**src/rtl/sap_pkg.sv**
```systemverilog
// Package: shared constants and helpers of the slotted serial audio port.
// Assumes the frame-length code is always FL_W bits wide.
package sap_pkg;
    localparam int FL_W = 4;
    localparam logic [FL_W-1:0] FL_CODE_LONG = 4'b0100;

    // Frame length in bit periods for a code: long code gives two slots, others one.
    function automatic int frame_bits(input logic [FL_W-1:0] code, input int data_w);
        return (code == FL_CODE_LONG) ? 2 * data_w : data_w;
    endfunction
endpackage

```
**src/rtl/sap_slot_timer.sv**
```systemverilog
// Module: bit and frame timing of the port. It toggles the serial clock every
// system cycle, counts bit periods on rising serial edges and raises the sync
// pulse in the last bit of each frame. It wraps to bit 0 after a sync bit, so a
// frame-length change takes effect cleanly at the next frame.
// Assumes CNT_W can hold 2*DATA_W-1.
module sap_slot_timer
    import sap_pkg::*;
#(
    parameter int DATA_W = 8,
    parameter int CNT_W  = $clog2(2 * DATA_W)
) (
    input  logic             clk,
    input  logic             rst_n,
    input  logic [FL_W-1:0]  fl_code,
    output logic             ser_clk,
    output logic             frm_sync,
    output logic             rise_en,
    output logic             fall_en,
    output logic             frame_start,
    output logic [CNT_W-1:0] bit_idx,
    output logic [CNT_W-1:0] bit_nxt,
    output logic             frm_act,
    output logic             frm_act_nxt
);
    logic             sck_q;
    logic             run_q;
    logic             sync_q;
    logic             frm_q;
    logic [CNT_W-1:0] bit_q;
    logic [CNT_W-1:0] last_idx;

    assign last_idx    = CNT_W'(frame_bits(fl_code, DATA_W) - 1);
    assign rise_en     = ~sck_q;
    assign fall_en     = sck_q;
    assign frame_start = rise_en && run_q && sync_q;
    assign frm_act_nxt = frm_q || frame_start;

    // Next bit index: the first bit after reset is a sync bit; a sync bit is followed by bit 0.
    always_comb begin
        if (!run_q)      bit_nxt = last_idx;
        else if (sync_q) bit_nxt = '0;
        else             bit_nxt = bit_q + 1'b1;
    end

    // Free-running serial clock at half the system rate.
    always_ff @(posedge clk) begin
        if (!rst_n) sck_q <= 1'b0;
        else        sck_q <= ~sck_q;
    end

    // Advance the bit counter, sync pulse and frame-active flag on rising serial edges.
    always_ff @(posedge clk) begin
        if (!rst_n) begin
            run_q  <= 1'b0;
            sync_q <= 1'b0;
            frm_q  <= 1'b0;
            bit_q  <= '0;
        end else if (rise_en) begin
            run_q  <= 1'b1;
            bit_q  <= bit_nxt;
            sync_q <= (bit_nxt >= last_idx);
            frm_q  <= frm_act_nxt;
        end
    end

    assign ser_clk  = sck_q;
    assign frm_sync = sync_q;
    assign bit_idx  = bit_q;
    assign frm_act  = frm_q;

    // a sync bit is always followed by a non-sync bit.
    a_r3_sync_single_bit: assert property (@(posedge clk) disable iff (!rst_n)
        (rise_en && sync_q) |=> !sync_q);
endmodule

```
**src/rtl/sap_tx_slot.sv**
```systemverilog
// Module: transmit side. It holds one byte from the parallel handshake, moves it
// into the frame byte at each frame start (or repeats the old byte and flags
// underrun), and drives the slot-0 bits MSB first on rising serial edges.
// Assumes frame_start is only ever high together with rise_en.
module sap_tx_slot #(
    parameter int DATA_W = 8,
    parameter int CNT_W  = 4
) (
    input  logic              clk,
    input  logic              rst_n,
    input  logic              rise_en,
    input  logic              frame_start,
    input  logic              slot_nxt,
    input  logic [CNT_W-1:0]  bit_nxt,
    input  logic [DATA_W-1:0] tx_data,
    input  logic              tx_valid,
    output logic              tx_ready,
    output logic              ser_out,
    output logic              tx_underrun
);
    logic [DATA_W-1:0] hold_q;
    logic              hold_full_q;
    logic [DATA_W-1:0] cur_q;
    logic [DATA_W-1:0] byte_nxt;
    logic [DATA_W-1:0] byte_sh;
    logic              txd_q;
    logic              und_q;
    logic              accept;

    assign accept   = tx_valid && !hold_full_q;
    assign byte_nxt = (frame_start && hold_full_q) ? hold_q : cur_q;
    assign byte_sh  = byte_nxt << bit_nxt;

    // Holding register: fill on handshake, empty when a frame start takes it.
    always_ff @(posedge clk) begin
        if (!rst_n) begin
            hold_q      <= '0;
            hold_full_q <= 1'b0;
        end else if (accept) begin
            hold_q      <= tx_data;
            hold_full_q <= 1'b1;
        end else if (frame_start) begin
            hold_full_q <= 1'b0;
        end
    end

    // Frame byte and underrun flag, both updated once per frame start.
    always_ff @(posedge clk) begin
        if (!rst_n) begin
            cur_q <= '0;
            und_q <= 1'b0;
        end else if (frame_start) begin
            cur_q <= byte_nxt;
            und_q <= !hold_full_q;
        end
    end

    // Serial output: next slot-0 bit on each rising edge, low elsewhere.
    always_ff @(posedge clk) begin
        if (!rst_n)       txd_q <= 1'b0;
        else if (rise_en) txd_q <= slot_nxt ? byte_sh[DATA_W-1] : 1'b0;
    end

    assign tx_ready    = !hold_full_q;
    assign ser_out     = txd_q;
    assign tx_underrun = und_q;

    // the serial output only moves on a rising serial edge.
    a_r2_txd_on_rise: assert property (@(posedge clk) disable iff (!rst_n)
        !rise_en |=> $stable(txd_q));
    // an accepted byte makes the register busy.
    a_r8_ready_drops: assert property (@(posedge clk) disable iff (!rst_n)
        (tx_valid && tx_ready) |=> !tx_ready);
    // an empty register at frame start raises underrun.
    a_r9_underrun_set: assert property (@(posedge clk) disable iff (!rst_n)
        (frame_start && !hold_full_q) |=> und_q);
    // a full register at frame start clears underrun.
    a_r9_underrun_clear: assert property (@(posedge clk) disable iff (!rst_n)
        (frame_start && hold_full_q) |=> !und_q);
endmodule

```
**src/rtl/sap_rx_slot.sv**
```systemverilog
// Module: receive side. It shifts the serial input in MSB first on falling
// serial edges inside slot 0 and publishes the byte with a one-cycle strobe
// after the last slot bit.
// Assumes in_slot and last_bit are qualified by the caller from the bit index.
module sap_rx_slot #(
    parameter int DATA_W = 8
) (
    input  logic              clk,
    input  logic              rst_n,
    input  logic              fall_en,
    input  logic              in_slot,
    input  logic              last_bit,
    input  logic              ser_in,
    output logic [DATA_W-1:0] rx_data,
    output logic              rx_valid
);
    logic [DATA_W-1:0] shift_q;
    logic [DATA_W-1:0] captured;
    logic [DATA_W-1:0] data_q;
    logic              valid_q;
    logic              take;

    assign captured = {shift_q[DATA_W-2:0], ser_in};
    assign take     = fall_en && in_slot;

    // Shift register: collects slot-0 bits on falling serial edges.
    always_ff @(posedge clk) begin
        if (!rst_n)    shift_q <= '0;
        else if (take) shift_q <= captured;
    end

    // Output register and strobe: loaded on the last slot-0 sample.
    always_ff @(posedge clk) begin
        if (!rst_n) begin
            data_q  <= '0;
            valid_q <= 1'b0;
        end else begin
            valid_q <= take && last_bit;
            if (take && last_bit) data_q <= captured;
        end
    end

    assign rx_data  = data_q;
    assign rx_valid = valid_q;

    // the strobe lasts one cycle.
    a_r7_valid_pulse: assert property (@(posedge clk) disable iff (!rst_n)
        rx_valid |=> !rx_valid);
    // the received byte only changes together with the strobe.
    a_r7_data_hold: assert property (@(posedge clk) disable iff (!rst_n)
        !rx_valid |-> $stable(rx_data));
endmodule

```
**src/rtl/sap_frame_port.sv**
```systemverilog
// Module: top of the slotted serial audio frame port. It ties the timer, the
// transmit slot and the receive slot together and derives the slot-0 window
// from the bit counter.
// Assumes one mono sample per frame in slot 0; slot 1 (long frames) is idle.
module sap_frame_port
    import sap_pkg::*;
#(
    parameter int DATA_W = 8
) (
    input  logic              clk,
    input  logic              rst_n,
    input  logic [FL_W-1:0]   fl_code,
    input  logic [DATA_W-1:0] tx_data,
    input  logic              tx_valid,
    output logic              tx_ready,
    input  logic              ser_in,
    output logic              ser_clk,
    output logic              frm_sync,
    output logic              ser_out,
    output logic [DATA_W-1:0] rx_data,
    output logic              rx_valid,
    output logic              tx_underrun
);
    localparam int CNT_W = $clog2(2 * DATA_W);
    localparam logic [CNT_W-1:0] SLOT_END = CNT_W'(DATA_W);
    localparam logic [CNT_W-1:0] SLOT_LAST = CNT_W'(DATA_W - 1);

    logic             rise_en;
    logic             fall_en;
    logic             frame_start;
    logic [CNT_W-1:0] bit_idx;
    logic [CNT_W-1:0] bit_nxt;
    logic             frm_act;
    logic             frm_act_nxt;
    logic             slot_nxt;
    logic             slot_cur;

    assign slot_nxt = frm_act_nxt && (bit_nxt < SLOT_END);
    assign slot_cur = frm_act && (bit_idx < SLOT_END);

    sap_slot_timer #(.DATA_W(DATA_W), .CNT_W(CNT_W)) i_timer (
        .clk         (clk),
        .rst_n       (rst_n),
        .fl_code     (fl_code),
        .ser_clk     (ser_clk),
        .frm_sync    (frm_sync),
        .rise_en     (rise_en),
        .fall_en     (fall_en),
        .frame_start (frame_start),
        .bit_idx     (bit_idx),
        .bit_nxt     (bit_nxt),
        .frm_act     (frm_act),
        .frm_act_nxt (frm_act_nxt)
    );

    sap_tx_slot #(.DATA_W(DATA_W), .CNT_W(CNT_W)) i_tx (
        .clk         (clk),
        .rst_n       (rst_n),
        .rise_en     (rise_en),
        .frame_start (frame_start),
        .slot_nxt    (slot_nxt),
        .bit_nxt     (bit_nxt),
        .tx_data     (tx_data),
        .tx_valid    (tx_valid),
        .tx_ready    (tx_ready),
        .ser_out     (ser_out),
        .tx_underrun (tx_underrun)
    );

    sap_rx_slot #(.DATA_W(DATA_W)) i_rx (
        .clk      (clk),
        .rst_n    (rst_n),
        .fall_en  (fall_en),
        .in_slot  (slot_cur),
        .last_bit (bit_idx == SLOT_LAST),
        .ser_in   (ser_in),
        .rx_data  (rx_data),
        .rx_valid (rx_valid)
    );

    // no data is driven outside slot 0.
    a_r6_slot1_idle: assert property (@(posedge clk) disable iff (!rst_n)
        (frm_act && bit_idx >= SLOT_END) |-> !ser_out);
    // a strobe only follows a falling-edge sample of the last slot-0 bit.
    a_r7_strobe_source: assert property (@(posedge clk) disable iff (!rst_n)
        rx_valid |-> $past(fall_en && frm_act && bit_idx == SLOT_LAST));
endmodule

```
**config.mk**
```make
export PLATFORM = sky130hd
export DESIGN_NAME = sap_frame_port
export DESIGN_NICKNAME = d
export VERILOG_FILES = /design/src/rtl/sap_pkg.sv /design/src/rtl/sap_slot_timer.sv /design/src/rtl/sap_tx_slot.sv /design/src/rtl/sap_rx_slot.sv /design/src/rtl/sap_frame_port.sv
export SDC_FILE = /design/constraint.sdc
export NUM_CORES = 1
export LEC_CHECK = 0
export BUFFER_PORTS_ARGS = -buffer_cell sky130_fd_sc_hd__buf_4
export CAP_MARGIN = 5
export CORE_ASPECT_RATIO = 2
export CORE_MARGIN = 5
export CORE_UTILIZATION = 40
export DETAILED_ROUTE_END_ITERATION = 16
export PLACE_DENSITY = 0.61
export SLEW_MARGIN = 20
export SYNTH_ARGS = -nofsm -noshare
export SYNTH_HDL_FRONTEND = slang
export SYNTH_SLANG_ARGS = --single-unit
```
**constraint.sdc**
```tcl
create_clock -name clk -period 1.9 [get_ports clk]
set_input_delay 0.095 -clock clk [delete_from_list [all_inputs] [get_ports clk]]
set_output_delay 0.095 -clock clk [all_outputs]
set_load 0.01 [all_outputs]
```
==> impl_results.md <==
* CP peak stage delay at 0.48 ns
* RSZ-0062 raised after global routing: false
* Buf/Inv on CP at 0
* Setup skew after layout at 0.00872 ns
* Top area cells in the synthesized netlist: dfxtp_1 48%, mux2i_1 17%, nor2b_1 10%
* Kind of critical path: register to register
* Post-synthesis mux area share at 0.185
* Ratio of cells with drive above 1 in the final layout at 0.262
* Hold path start: tx_data[3]
* Nets at 227
* Syn avg cell area at 10.4 um2
* Crit path depth at 5
* Outcome: completed
* CTS tree: built
* Tot Pwr at 0.00188 W
* Num CTS Buffers at 5
* Worst R2R Setup Slack at 0.12 ns
* Final Cell Area at 0.00224 mm2
* Horiz. Die Dim at 57.5 um
* FF+latch area at 866 um2
* Antenna violations before repair at 0
* Layout Area Growth over Synthesis at 24.0%
* Detailed-route wire length at 3600 um
* Worst reg2reg path endpoint: i_tx.ser_out
* DRT iter0 DRCs at 23
* PortBufs at 29
* Antenna diodes at 0
* Synthesized net count at 192
* Worst reg2reg startpoint: i_tx.hold_full_q
* Routability-driven placement congestion ratio at 0.802
* Synth Area in Simple Gates at 0.198
* Worst Tran Pin Value at 0.348 ns
* Area of the multi-input gates at 892 um2
* Post-synth cell types at 31
* Cells on worst reg2reg path at 5
* Drc violations at 0
* Post-synth EDFFs at 0
* Rows at 34
* Worst setup SP type: register
* Mapped Area at 0.00180 mm2
* Slowest cell on the critical path: mux4_2
* Cell family with the largest share of critical-path delay: multiplexers
* Worst hold slack at 0.0610 ns
* Root Buffer: clkbuf_8
* Area share of fa/ha/maj cells after synthesis at 0.0139
* Max_cap viols at 0
* Sequential area share after synthesis at 0.477
* Warnings from Yosys at 0
* Postcts setup bufs at 0
* Post-layout min period at 1.78 ns
* Initial core utilization at 0.411
* Leak pwr at 0.992 nW
* Worst Setup SP: i_tx.hold_full_q
* Clk_lat worst skew at 0.29 ns
* DIE AREA at 0.00603 mm2
* Fin. Hold Viols at 0
* Total track usage at 0.132
* Synth area leader: dfxtp_1
* Synth cell count leaders: 43 x dfxtp_1, 30 x mux2i_1, 29 x nor2b_1
* Worst Hold Class: input pin to register
* Final period utilization at 0.936
* CTS H-tree depth at 2
* Vias per inst at 4.92
* Crit. End Element: register
* FILL cells at 413
* Post-Syn Instances at 174
* Cell Area, Placed at 0.00211 mm2
* Dpl hpwl at 2720 um
* Number of detailed-routing iterations run before antenna repair at 3
* Hold endpoint: i_tx.hold_q[3]
* Vias post-DR at 1300
* Largest net degree at the start of global routing at 44
* IO Pins at 30
* Post-synthesis register bit count at 43
* End-of-flow core utilization at 0.510
* First-pass GRT wire length at 6310 um
* Die extent in y at 105 um
* Main combinational cell family by area after synthesis: simple AND/OR/NAND/NOR gates
* GRT Residual Overflow at 0
* WL/cell at 13.6 um
* Final Max Tran Viols at 0
* Post-synth top flop: dfxtp_1
* Cell area power density at 840 mW/mm2
* Total negative slack at 0 ns
* Synth Area in Compound Gates at 0.0881
* Hold depth at 3
* XOR/XNOR Fraction of Synth Area at 0.00972
* Crit-path cells: nand4b_4 -> mux2i_1 -> mux4_2 -> and2_1 -> o31ai_2
* Maximum clock rate at 562 MHz
* WP data arrival at 1.99 ns
* Vias in the first global route at 1394
* Clk slew on worst S/H paths at 0.08 ns
* Core area at 0.00438 mm2
* Clk buf depth at 2
* Async SR Flop Fraction at 0
* Maximum vdd drop at 578 uV
* Critical Path RT at 2.11 ns
* Antenna Nets Post-Route at 0
* Synth top area share at 0.477
* Final setup fails at 0
* Slew margin rel. at 0.768
* Most common cell in the netlist: dfxtp_1
* TritonCTS sink count at 43
* Critical Path Fanout Max at 9
-- cell usage in the layout, fill, tap and decap left out, types with 4 or more instances in the layout --
cell type / netlist / final
a21boi_0: 6 / 6
buf_4: 0 / 37
clkbuf_8: 0 / 6
dfxtp_1: 43 / 39
dfxtp_2: 0 / 4
inv_1: 4 / 4
mux2i_1: 30 / 30
nand2_1: 13 / 13
nor2b_1: 29 / 29
o211a_1: 4 / 4
o21ai_0: 6 / 6
-- worst reg2reg max path: stages (launching register included) --
cell	delay [ns]
dfxtp_1	0.44
nand4b_4	0.22
mux2i_1	0.18
mux4_2	0.48
and2_1	0.18
o31ai_2	0.21
-- worst max path at each step --
stage	slack, ns	to
floorplan	0.01	i_tx.ser_out
global placement	0.12	i_timer.frm_sync
detailed placement	0.03	i_timer.frm_sync
CTS	0.04	i_tx.ser_out
global route	0.003	i_timer.frm_sync
finish	0.12	i_tx.ser_out
-- final cells by class --
cell class                 count  area share
multi-input combinational    118       0.399
sequential                    43       0.387
timing repair buffer          37       0.124
clock buffer                   6      0.0369
tap                           54      0.0302
clock inverter                 2      0.0157
inverter                       4     0.00672
-- timing repair --
item	4_1_cts	5_1_grt
hold buffers	0	0
endpoints found under the setup margin	0	2
resized for setup	0	4
-- sequential cells by signal, summed over array words and instances, names as in the netlist, 4 cells and up --
name and count:
i_tx.hold_q 8, i_rx.shift_q 7, i_timer.bit_idx 4, i_tx.cur_q 8
i_rx.rx_data 8
-- logic make-up after synthesis --
logic type	Yosys count
simple gates	60
flops	43
mux	32
compound gates	22
buf+inv	13
xor+xnor	2
fa+ha+maj	2
-- per-layer routing --
metal | vias up | part of all wire | track usage
li1 | 658 | - | -
met1 | 599 | 0.39 | 0.138
met2 | 31 | 0.53 | 0.233
met3 | 12 | 0.044 | 0.0321
met4 | 0 | 0.034 | 0.0697
met5 | - | 0 | 0
-- where the power goes --
group          switching [W]  total (W)  internal, W
combinational      0.0000872   0.000193     0.000106
clock               0.000296   0.000721     0.000425
sequential         0.0000309   0.000964     0.000933
total               0.000414    0.00188      0.00146
-- through the flow --
step,cells,setup WS (ns)
6_report,264,0.122
5_1_grt,264,0.00326
4_1_cts,264,0.0442
3_5_place_dp,256,0.0317
3_3_place_gp,256,0.117
2_1_floorplan,174,0.0108
No activity file was read; power rests on OpenSTA's default activity.
